$ cat config.mk
export PLATFORM = sky130hd
export DESIGN_NAME = dual_count_timer
export DESIGN_NICKNAME = d
export VERILOG_FILES = /design/src/rtl/dct_pkg.sv /design/src/rtl/dct_decode.sv /design/src/rtl/dct_channel.sv /design/src/rtl/dct_readmux.sv /design/src/rtl/dual_count_timer.sv
export SDC_FILE = /design/constraint.sdc
export NUM_CORES = 1
export LEC_CHECK = 0
export BUFFER_PORTS_ARGS = -buffer_cell sky130_fd_sc_hd__clkbuf_2
export CORE_UTILIZATION = 55
export DETAILED_ROUTE_END_ITERATION = 7
export PLACE_DENSITY = 0.75
export SKIP_CTS_REPAIR_TIMING = 1
export SLEW_MARGIN = 20
export SYNTH_ARGS = -nofsm -noshare
export SYNTH_HDL_FRONTEND = slang
export SYNTH_SLANG_ARGS = --single-unit
$ cat constraint.sdc
create_clock -name clk -period 5.8 [get_ports clk]
set_input_delay 0.58 -clock clk [delete_from_list [all_inputs] [get_ports clk]]
set_output_delay 0.58 -clock clk [all_outputs]
set_load 0.005 [all_outputs]
$ cat src/rtl/dct_pkg.sv
package dct_pkg;
  localparam int BIT_DOWN = 1;
  localparam int BIT_AR   = 4;
  localparam int BIT_LD   = 5;
  localparam int BIT_IE   = 6;
  localparam int BIT_EN   = 7;
  localparam int BIT_ST   = 8;
  localparam int BIT_ALL  = 10;
  localparam int CTRL_W   = 11;

  typedef enum logic [1:0] {
    SEL_CTRL = 2'd0,
    SEL_LOAD = 2'd1,
    SEL_CNT  = 2'd2,
    SEL_NONE = 2'd3
  } reg_sel_e;

  typedef struct packed {
    logic down;
    logic ar;
    logic ld;
    logic ie;
    logic en;
    logic st;
  } ctrl_t;

  function automatic logic [CTRL_W-1:0] pack_ctrl(input ctrl_t c);
    logic [CTRL_W-1:0] v;
    v = '0;
    v[BIT_DOWN] = c.down;
    v[BIT_AR]   = c.ar;
    v[BIT_LD]   = c.ld;
    v[BIT_IE]   = c.ie;
    v[BIT_EN]   = c.en;
    v[BIT_ST]   = c.st;
    return v;
  endfunction
endpackage

$ cat src/rtl/dct_decode.sv
module dct_decode #(
  parameter int NUM_CH = 2,
  parameter int ADDR_W = 5
) (
  input  logic                 wr,
  input  logic [ADDR_W-1:0]    addr,
  input  logic                 all_bit,
  output dct_pkg::reg_sel_e    sel,
  output logic [ADDR_W-5:0]    idx,
  output logic [NUM_CH-1:0]    ctrl_wr,
  output logic [NUM_CH-1:0]    load_wr,
  output logic                 all_set
);
  import dct_pkg::*;

  logic mapped;

  always_comb begin
    idx    = addr[ADDR_W-1:4];
    mapped = (addr[1:0] == 2'b00) && (addr[3:2] != 2'b11) && (32'(idx) < NUM_CH);
    sel    = mapped ? reg_sel_e'(addr[3:2]) : SEL_NONE;
  end

  for (genvar c = 0; c < NUM_CH; c++) begin : g_wr
    assign ctrl_wr[c] = wr && (sel == SEL_CTRL) && (32'(idx) == c);
    assign load_wr[c] = wr && (sel == SEL_LOAD) && (32'(idx) == c);
  end

  assign all_set = wr && (sel == SEL_CTRL) && all_bit;
endmodule

$ cat src/rtl/dct_channel.sv
module dct_channel #(
  parameter int W = 32
) (
  input  logic           clk,
  input  logic           rst,
  input  logic           ctrl_wr,
  input  logic           load_wr,
  input  logic [W-1:0]   wdata,
  input  logic           all_set,
  output dct_pkg::ctrl_t ctrl,
  output logic [W-1:0]   load_val,
  output logic [W-1:0]   cnt
);
  import dct_pkg::*;

  logic term;

  always_comb begin
    term = ctrl.en && !ctrl.ld &&
           (ctrl.down ? (cnt == '0) : (cnt == {W{1'b1}}));
  end

  always_ff @(posedge clk) begin
    if (rst) begin
      ctrl     <= '0;
      load_val <= '0;
      cnt      <= '0;
    end else begin
      if (load_wr) load_val <= wdata;

      if (ctrl.ld)
        cnt <= load_val;
      else if (ctrl.en) begin
        if (term && ctrl.ar) cnt <= load_val;
        else if (ctrl.down)  cnt <= cnt - 1'b1;
        else                 cnt <= cnt + 1'b1;
      end

      if (ctrl_wr) begin
        ctrl.down <= wdata[BIT_DOWN];
        ctrl.ar   <= wdata[BIT_AR];
        ctrl.ld   <= wdata[BIT_LD];
        ctrl.ie   <= wdata[BIT_IE];
        ctrl.en   <= wdata[BIT_EN];
      end else if (term && !ctrl.ar) begin
        ctrl.en <= 1'b0;
      end
      if (all_set) ctrl.en <= 1'b1;

      if (term)                            ctrl.st <= 1'b1;
      else if (ctrl_wr && wdata[BIT_ST])   ctrl.st <= 1'b0;
    end
  end
endmodule

$ cat src/rtl/dct_readmux.sv
module dct_readmux #(
  parameter int W      = 32,
  parameter int NUM_CH = 2,
  parameter int ADDR_W = 5
) (
  input  logic                           clk,
  input  logic                           rst,
  input  dct_pkg::reg_sel_e              sel,
  input  logic [ADDR_W-5:0]              idx,
  input  dct_pkg::ctrl_t [NUM_CH-1:0]    ctrl_a,
  input  logic [NUM_CH-1:0][W-1:0]       load_a,
  input  logic [NUM_CH-1:0][W-1:0]       cnt_a,
  output logic [W-1:0]                   rdata
);
  import dct_pkg::*;

  logic [W-1:0] rd_next;

  always_comb begin
    rd_next = '0;
    for (int c = 0; c < NUM_CH; c++) begin
      if (32'(idx) == c) begin
        case (sel)
          SEL_CTRL: rd_next = {{(W-CTRL_W){1'b0}}, pack_ctrl(ctrl_a[c])};
          SEL_LOAD: rd_next = load_a[c];
          SEL_CNT:  rd_next = cnt_a[c];
          default:  rd_next = '0;
        endcase
      end
    end
  end

  always_ff @(posedge clk) begin
    if (rst) rdata <= '0;
    else     rdata <= rd_next;
  end
endmodule

$ cat src/rtl/dual_count_timer.sv
module dual_count_timer #(
  parameter int W      = 32,
  parameter int NUM_CH = 2,
  localparam int ADDR_W = $clog2(NUM_CH) + 4
) (
  input  logic              clk,
  input  logic              rst,
  input  logic              reg_wr,
  input  logic [ADDR_W-1:0] reg_addr,
  input  logic [W-1:0]      reg_wdata,
  output logic [W-1:0]      reg_rdata,
  output logic              irq
);
  import dct_pkg::*;

  reg_sel_e                 sel;
  logic [ADDR_W-5:0]        idx;
  logic [NUM_CH-1:0]        ctrl_wr, load_wr;
  logic                     all_set;
  ctrl_t [NUM_CH-1:0]       ctrl_a;
  logic [NUM_CH-1:0][W-1:0] load_a, cnt_a;
  logic                     irq_next;

  dct_decode #(.NUM_CH(NUM_CH), .ADDR_W(ADDR_W)) u_dec (
    .wr(reg_wr), .addr(reg_addr), .all_bit(reg_wdata[BIT_ALL]),
    .sel(sel), .idx(idx), .ctrl_wr(ctrl_wr), .load_wr(load_wr), .all_set(all_set)
  );

  for (genvar c = 0; c < NUM_CH; c++) begin : g_ch
    dct_channel #(.W(W)) u_ch (
      .clk(clk), .rst(rst), .ctrl_wr(ctrl_wr[c]), .load_wr(load_wr[c]),
      .wdata(reg_wdata), .all_set(all_set),
      .ctrl(ctrl_a[c]), .load_val(load_a[c]), .cnt(cnt_a[c])
    );
  end

  dct_readmux #(.W(W), .NUM_CH(NUM_CH), .ADDR_W(ADDR_W)) u_rd (
    .clk(clk), .rst(rst), .sel(sel), .idx(idx),
    .ctrl_a(ctrl_a), .load_a(load_a), .cnt_a(cnt_a), .rdata(reg_rdata)
  );

  always_comb begin
    irq_next = 1'b0;
    for (int c = 0; c < NUM_CH; c++) irq_next |= ctrl_a[c].ie & ctrl_a[c].st;
  end

  always_ff @(posedge clk) begin
    if (rst) irq <= 1'b0;
    else     irq <= irq_next;
  end
endmodule

After elaboration in Yosys (flattened, before gate mapping). Index checks and enable logic that the tools add are counted.

Add/subtract/negate cells: 4. $mul: 0. Divide/modulo/power cells: 0. $lt $le $gt $ge: 0. Equal/unequal tests: 5. Shift-type cells: 0. Multiplexer cells: 24. Bitwise gates (word level): 4. Reductions and logical operators: 32.

Operators by type and width (count): $mux 32 (9); $pmux 32 s3 (2); $add 32x1->32 const B (2); $eq 32x32->1 const B (2); $logic_not 32->1 (2); $sub 32x1->32 const B (2); $logic_and 1x1->1 (18); $mux 1 (12); $reduce_bool 2->1 (4); $reduce_bool 3->1 (2); $logic_not 1->1 (4); $logic_not 2->1 (2); $and 1x1->1 (2); $eq 2x1->1 const B (1); $eq 2x2->1 const B (1); $mux 2 (1); $ne 2x2->1 const B (1); $not 1->1 (1); $or 1x1->1 (1).

Flip-flop bits (word level): 173. Latch bits: 0. RAM bits: 0. Bits in read-only memories: 0. Output and inout port bits: 33. Word-level logic and storage cells: 87. Memories: 0.

Logic depth before layout (Yosys ltp). Gate-level depths: netlist of the first run.

Depth after elaboration: 9. Depth in mapped cells: 11.

By module. A second synthesis of the first run with hierarchy kept.

Cells, all modules: 1311. Area total of the unflattened synthesis: 11018.1 um2.

Modules (own cells, without submodules): dct_channel (g_ch[1].u_ch) (instances 1, cells an instance 563, area each 4692.0 um2, sequential area each 1401.3 um2); dct_channel (g_ch[0].u_ch) (instances 1, cells an instance 554, area each 4531.8 um2, sequential area each 1401.3 um2); dct_readmux (instances 1, cells an instance 181, area each 1687.9 um2, sequential area each 640.6 um2); dct_decode (instances 1, cells an instance 10, area each 75.1 um2, sequential area each 0.0 um2); dual_count_timer (instances 1, cells an instance 3, area each 31.3 um2, sequential area each 20.0 um2).

Worst setup path before layout of the first run. Ideal clock, no wire load.

Path kind: reg2reg. From: reg g_ch[0].u_ch.ctrl[5] (netlist name). To: reg g_ch[0].u_ch.cnt[19]. Setup time: 0.103 ns. Data arrival time: 3.643 ns. Data required time: 5.697 ns. Path slack: 2.054 ns. Cell stages (with the launch flop): 11. Path buffers: 0. Path through: dfxtp_1 -> ha_1 -> a21o_1 -> nor3b_1 -> or4_4 -> o211a_1 -> a21oi_1 -> nor2b_1 -> o21ai_0 -> mux2_2 -> a2111oi_2.

Longest elaborated chain between the ends: 6. Elaborated cells on any way between the ends: 7. Those cells by class: mux (5); reduce/logical (2).

RTL lines: start: declaration (line dct_channel.sv:10) `output dct_pkg::ctrl_t ctrl,`; $mux 1 (line dct_channel.sv:20) `(ctrl.down ? (cnt == '0) : (cnt == {W{1'b1}}));`; $logic_and 1x1->1 (line dct_channel.sv:19) `term = ctrl.en && !ctrl.ld &&`; $logic_and 1x1->1 (line dct_channel.sv:34) `if (term && ctrl.ar) cnt <= load_val;`; $mux 32 (*) (line dct_channel.sv:34); $mux 32 (*) (line dct_channel.sv:33) `else if (ctrl.en) begin`; $mux 32 (*) (line dct_channel.sv:31) `if (ctrl.ld)`; end signal: assignment (line dct_channel.sv:32) `cnt <= load_val;`; end signal: assignment (line dct_channel.sv:34); end signal: assignment (line dct_channel.sv:35) `else if (ctrl.down) cnt <= cnt - 1'b1;`; end: declaration (line dct_channel.sv:12) `output logic [W-1:0] cnt`.

Every way passes the cells marked *; elsewhere a longest branch is shown, timed or not. The select of a mux whose other input is x is not followed. A chain may end at the register's enable or synchronous reset.

Worst setup path after layout of the first run. Ends and elaborated chain as after synthesis.

==> results of run 1 <==
## sequential cells by signal, summed over array words and instances, names as in the netlist
name and cells:
g_ch.u_ch.load_val 64, g_ch.u_ch.cnt 64, u_rd.rdata 32, irq 1
g_ch.u_ch.ctrl 12
## worst max-delay path by stage
stage | start | to | slack [ns] | cells after the start
detailed placement | g_ch[0].u_ch.ctrl[5]$_SDFFE_PP0P_ | g_ch[0].u_ch.cnt[19]$_SDFFE_PP0P_ | 2.09 | 11
global placement | g_ch[0].u_ch.ctrl[5]$_SDFFE_PP0P_ | g_ch[0].u_ch.cnt[19]$_SDFFE_PP0P_ | 2.15 | 11
CTS | g_ch[0].u_ch.ctrl[5]$_SDFFE_PP0P_ | g_ch[0].u_ch.cnt[19]$_SDFFE_PP0P_ | 2.04 | 11
global route | g_ch[0].u_ch.ctrl[5]$_SDFFE_PP0P_ | g_ch[0].u_ch.cnt[19]$_SDFFE_PP0P_ | 1.74 | 11
floorplan | g_ch[0].u_ch.ctrl[5]$_SDFFE_PP0P_ | g_ch[0].u_ch.cnt[19]$_SDFFE_PP0P_ | 2.05 | 10
finish | g_ch[0].u_ch.ctrl[5]$_SDFFE_PP0P_ | g_ch[0].u_ch.cnt[19]$_SDFFE_PP0P_ | 2.01 | 11
## power breakdown
part	total (W)	internal, W	switching (W)
combinational	0.000196	0.0000667	0.000129
clock	0.00112	0.000581	0.000540
sequential	0.00123	0.00121	0.0000272
## cell usage after synthesis (25+ instances only)
library cell	n	share of area, %
a311oi_1	48	3.9
xnor2_1	29	2.4
nor2_1	109	3.8
o21ai_0	39	1.8
mux2i_1	25	2.3
nand2_1	278	9.7
clkbuf_1	82	2.9
a21oi_1	151	7.0
a21o_1	32	2.2
a211oi_1	35	2.5
a221oi_1	35	2.9
nand3_1	30	1.4
ha_1	60	7.0
dfxtp_1	173	32
## worst max-delay path, delay by kind of cell, from the launching register on
family / cells / cell delay [ns]
simple gates: 3 / 0.79
compound gates: 5 / 1.11
fa+ha+maj: 1 / 0.37
mux: 1 / 0.36
buf+inv: 1 / 0.41
flops: 1 / 0.65
## kinds of logic after synthesis
family          count (synthesis)  synth area share (%)
flops                         173                 32.30
fa+ha+maj                      62                 7.375
simple gates                  543                 22.55
mux                            28                 2.649
xor+xnor                       40                 3.268
buf+inv                       110                 3.979
compound gates                433                 27.88
## cells in the final DEF (no fill, tap or decap), types with 5 or more instances in the layout
| cell | n |
|---|---|
| nand2_1 | 278 |
| dfxtp_1 | 173 |
| a21oi_1 | 149 |
| nor2_1 | 108 |
| clkbuf_2 | 71 |
| ha_1 | 60 |
| a311oi_1 | 48 |
| o21ai_0 | 39 |
| a211oi_1 | 35 |
| a221oi_1 | 35 |
| a21o_1 | 32 |
| nand3_1 | 30 |
| xnor2_1 | 29 |
| mux2i_1 | 25 |
| nor3_1 | 21 |
| nand4_1 | 20 |
| inv_1 | 17 |
| clkbuf_16 | 17 |
| a31oi_1 | 16 |
| buf_4 | 16 |
| nor4_1 | 15 |
| nand2b_1 | 13 |
| and3_1 | 12 |
| o211ai_1 | 12 |
| xor2_1 | 11 |
| o21bai_1 | 8 |
| o21a_1 | 8 |
| nor2b_1 | 8 |
| or3_1 | 6 |
| or2_2 | 5 |
| a22oi_1 | 5 |
| inv_8 | 5 |
| inv_6 | 5 |
## per-stage QoR
stage | total power, W | std cells | hold slack, ns | instance area, sq um | worst slack (ns)
after floorplan | 0.001374 | 1389 | 0.4396 | 10720 | 2.054
after global placement | 0.001446 | 1644 | 0.4555 | 11200 | 2.149
after detailed placement | 0.001450 | 1644 | 0.4614 | 11200 | 2.090
after CTS | 0.002549 | 1676 | 0.3806 | 11770 | 2.036
after global routing | 0.002615 | 1676 | 0.3911 | 11770 | 1.743
final | 0.002549 | 1676 | 0.3888 | 11770 | 2.011
## layout make-up
| type | count | area (sq um) | area share [%] |
|---|---|---|---|
| multi-input combinational | 1106 | 6872 | 58.39 |
| sequential | 173 | 3463 | 29.43 |
| timing repair buffer | 87 | 475.5 | 4.040 |
| clock buffer | 19 | 442.9 | 3.764 |
| tap | 260 | 325.3 | 2.764 |
| clock inverter | 13 | 121.4 | 1.031 |
| inverter | 18 | 67.56 | 0.5742 |
## routing by layer
layer | routed length (microns) | vias up | GRT usage, %
li1 | - | 5151 | -
met1 | 14880 | 4904 | 47.99
met2 | 14330 | 457 | 48.56
met3 | 2739 | 48 | 4.522
met4 | 753 | 0 | 9.960
met5 | 0 | - | 0
==> results_dict.tcl, run 1 <==
set metrics [dict create \
    status "complete, no violations" \
    grt_usage_pct 32.47 \
    clk-insertion-delay-late_ns 0.44 \
    reg2regPathDepth 11 \
    vias 10560 \
    ys_seq_area_share_pct 32.30 \
    clkTransAtPathRegs_ns 0.07 \
    arrival_ns 4.13 \
    required_ns 6.14 \
    num_io_pins 73 \
    cts_buffer_depth 2 \
    drc 0 \
    finish.net_count 1505 \
    drt_first_pass_iters 5 \
    htree_levels 4 \
    rsz0062_at_grt "false" \
    ir_drop_v 0.0001636 \
    port_buffers 72 \
    hp-start "reg_wdata[25]" \
    grt_max_degree 85 \
    max_stage_delay_ns 0.65 \
    wl_microns 32700 \
    yosys_warnings 0 \
    synth_seq_cells 173 \
    hold_path_depth 3 \
    synth_edf_count 0 \
    slew_headroom_pct 33.55 \
    root_buffer "clkbuf_16" \
    die-width_microns 141.6 \
    area_growth_pct 9.756 \
    p_leak_nw 4.629 \
    drt-wirelength-per-cell_microns 19.51 \
    cap_violations 0 \
    rows 50 \
    finalSetupViolCount 0 \
    cts_tree "built" \
    die_height_microns 141.6 \
    grt_pass1_wl_microns 51430 \
    ys.flop_type "dfxtp_1" \
    die_area_sq_um 20060 \
    initial_core_util_pct 56.75 \
    hold_end "g_ch[1].u_ch.load_val[25]$_SDFFE_PP0P_" \
    r2r_start "g_ch[0].u_ch.ctrl[5]$_SDFFE_PP0P_" \
    grt_pass1_vias 9448 \
    min_period_over_period_pct 65.33 \
    clock_sinks 173 \
    path_cells "buf_4, ha_1, nand4_1, o21bai_1, or4_4, o211a_1, a21oi_1, nor2b_1, o21ai_0, mux2_2, a2111oi_2" \
    r2r_setup_slack_ns 2.01 \
    routabilityCongestion 0.9449 \
    drive_gt1_share_pct 10.88 \
    fin_crit_ns 3.789 \
    avgSynthCellArea_sq_um 7.719 \
    slew_violations 0 \
    hold_violations 0 \
    worstSetupStartpointType "flip-flop" \
    worstSetupPathType "reg2reg" \
    diodes 0 \
    cts_buffers 17 \
    fin_util_pct 62.28 \
    finalSetupTns_ns 0 \
    coreArea_sq_um 18890 \
    fillCellCount 1753 \
    vias_per_cell 6.301 \
    clock_skew_ns 0.008674 \
    drt_iter0_drc 1059 \
    dp_hpwl_microns 22870 \
    crit_path_top_delay_cell "dfxtp_1" \
    grt-ovfl-total 0 \
    synth_nets 1491 \
    worst_pin_slew_ns 0.9968 \
    async_flop_share_pct 0 \
    r2r-end "g_ch[0].u_ch.cnt[19]$_SDFFE_PP0P_" \
    ant_nets 0 \
    fmax_mhz 263.9 \
    hold_path.class "in2reg" \
    p_per_area_nw_per_um2 216.7 \
    ys_types 79 \
    synth_area_sq_um 10720 \
    end_kind "flip-flop" \
    crit_fanout 25 \
    synth_cells 1389 \
    antenna_found_initial 0 \
]
Power figures use the tool's default switching activity.
==> run 2: changes to the inputs <==
--- a/config.mk
+++ b/config.mk
@@ -8,7 +8,7 @@
 export BUFFER_PORTS_ARGS = -buffer_cell sky130_fd_sc_hd__clkbuf_2
 export CORE_UTILIZATION = 55
 export DETAILED_ROUTE_END_ITERATION = 7
-export PLACE_DENSITY = 0.75
+export PLACE_DENSITY = 0.77
 export SKIP_CTS_REPAIR_TIMING = 1
 export SLEW_MARGIN = 20
 export SYNTH_ARGS = -nofsm -noshare
==> constraint.sdc (replaced) <==
create_clock -name clk -period 3.22 [get_ports clk]
set_input_delay 0.322 -clock clk [delete_from_list [all_inputs] [get_ports clk]]
set_output_delay 0.322 -clock clk [all_outputs]
set_load 0.005 [all_outputs]
==> run 2 against run 1 <==
Sequential power increased by 80%. Critical path depth increased by 2. Final cell count increased by 2.5%.
==> results_dict.tcl, run 2 (same netlist as run 1, synthesis figures left out) <==
set metrics [dict create \
    htree_levels 4 \
    finalPower_w 0.004538 \
    die_area_sq_um 20060 \
    grt-ovfl-total 0 \
    coreArea_sq_um 18890 \
    p_leak_nw 4.839 \
    finalSetupViolCount 0 \
    area_growth_pct 13.98 \
    top_regs "g_ch.u_ch.cnt x64, g_ch.u_ch.load_val x64, u_rd.rdata x32" \
    vias 10930 \
    clock_sinks 173 \
    clkTransAtPathRegs_ns 0.07 \
    crit_fanout 14 \
    initial_core_util_pct 56.75 \
    finish.net_count 1547 \
    drt-wirelength-per-cell_microns 19.54 \
    crit_buf_inv 3 \
    min_period_over_period_pct 98.23 \
    fmax_mhz 316.2 \
    port_buffers 72 \
    grt_usage_pct 33.46 \
    wl_microns 33570 \
    hold_path.class "in2reg" \
    placed_area_sq_um 11560 \
    diodes 0 \
    antenna_found_initial 0 \
    dp_hpwl_microns 24020 \
    crit_path_top_delay_cell "dfxtp_4" \
    slew_violations 0 \
    drc 0 \
    cts_buffers 17 \
    crit_family "simple AND/OR/NAND/NOR gates" \
    rsz0062_at_grt "true" \
    die_height_microns 141.6 \
    root_buffer "clkbuf_16" \
    worstSetupStartpointType "flip-flop" \
    end_kind "flip-flop" \
    max_stage_delay_ns 0.41 \
    drt_iter0_drc 1103 \
    vias_per_cell 6.360 \
    drive_gt1_share_pct 14.68 \
    ir_drop_v 0.0003615 \
    fin_crit_ns 3.163 \
    grt_max_degree 131 \
    cts_buffer_depth 2 \
    worst_pin_slew_ns 0.7755 \
    final_area_sq_um 12220 \
    arrival_ns 3.51 \
    routabilityCongestion 0.9909 \
    num_io_pins 73 \
    path_cells "buf_4, buf_4, ha_1, buf_4, and3_2, and3_4, and3_1, o21ai_2, a2111oi_4, or2_1, xor2_1, mux2i_1, a211oi_1" \
    cpMostUsedCell "buf_4" \
    p_per_area_nw_per_um2 371.3 \
    hold_violations 0 \
    die-width_microns 141.6 \
    cts_tree "built" \
    required_ns 3.57 \
    status "complete, no violations" \
    final_common_cell "nand2_1" \
    clock_skew_ns 0.007698 \
    grt_pass1_vias 9955 \
    ant_nets 0 \
    rows 50 \
    grt_pass1_wl_microns 52840 \
    drt_first_pass_iters 5 \
    cap_violations 0 \
    clk-insertion-delay-late_ns 0.43 \
    layout.cells.most_common_list "278 x nand2_1, 171 x dfxtp_1, 147 x a21oi_1" \
    slew_headroom_pct 48.17 \
    worstSetupPathType "reg2reg" \
]
==> run 2: changes by cell type in the layout (fill, tap and decap cells not counted), sizes merged <==
cell      previous run  this run
clkbuf              90        89
buf                 16        58
inv                 27        23
clkinv               3         6
clkinvlp             1         3
==> run 2: layer usage <==
| layer | routed length [microns] | up-vias | part of all wire (%) | global-route usage (%) |
|---|---|---|---|---|
| met5 | 0 | - | 0 | 0 |
| met4 | 1073 | 0 | 3.2 | 12.68 |
| li1 | - | 5221 | - | - |
| met1 | 14810 | 5138 | 44 | 46.93 |
| met3 | 2862 | 66 | 8.5 | 5.164 |
| met2 | 14820 | 501 | 44 | 51.62 |
==> run 2: cell type report <==
cell class	instances	area [sq um]
clock buffers	18	429.2
clock inverters	14	110.1
fillers	1719	6673
inverters	18	67.56
multi-input cells	1106	6977
flip-flops and latches	173	3471
well taps	260	325.3
repair buffers	129	840.8
==> run 2: path summary, 6_finish.rpt <==
path | from | to | slack (ns) | cells past startpoint
worst max-delay path | g_ch[0].u_ch.ctrl[5]$_SDFFE_PP0P_ | g_ch[0].u_ch.cnt[29]$_SDFFE_PP0P_ | 0.06 | 13
worst min-delay path | reg_wdata[27] | g_ch[1].u_ch.load_val[27]$_SDFFE_PP0P_ | 0.13 | 3
worst max register to register | g_ch[0].u_ch.ctrl[5]$_SDFFE_PP0P_ | g_ch[0].u_ch.cnt[29]$_SDFFE_PP0P_ | 0.06 | 13
worst min register to register | g_ch[0].u_ch.load_val[16]$_SDFFE_PP0P_ | g_ch[0].u_ch.load_val[16]$_SDFFE_PP0P_ | 0.47 | 2
==> run 2: report_power, final <==
| part | internal (W) | switching, W |
|---|---|---|
| clock network | 0.00100 | 0.000940 |
| logic | 0.000136 | 0.000245 |
| registers | 0.00217 | 0.0000429 |
| total | 0.00331 | 0.00123 |
==> run 2: tightest hold or removal path, cell delays in order <==
cell and delay [ns]:
clkbuf_2 0.09, nand2_1 0.05, a21oi_1 0.05
==> run 2: through the flow <==
| step | hold WS, ns | instances | TNS, ns | utilization [%] | setup WS [ns] |
|---|---|---|---|---|---|
| after floorplan | 0.4396 | 1389 | -0.1585 | - | -0.1585 |
| after global placement | 0.4577 | 1685 | 0 | 61.20 | 0.06309 |
| after detailed placement | 0.4635 | 1685 | 0 | 61.20 | 0.03800 |
| after CTS | 0.1199 | 1717 | -0.02666 | 64.05 | -0.02666 |
| after global routing | 0.1379 | 1718 | -0.06418 | 64.68 | -0.03342 |
| final | 0.1272 | 1718 | 0 | 64.68 | 0.05701 |
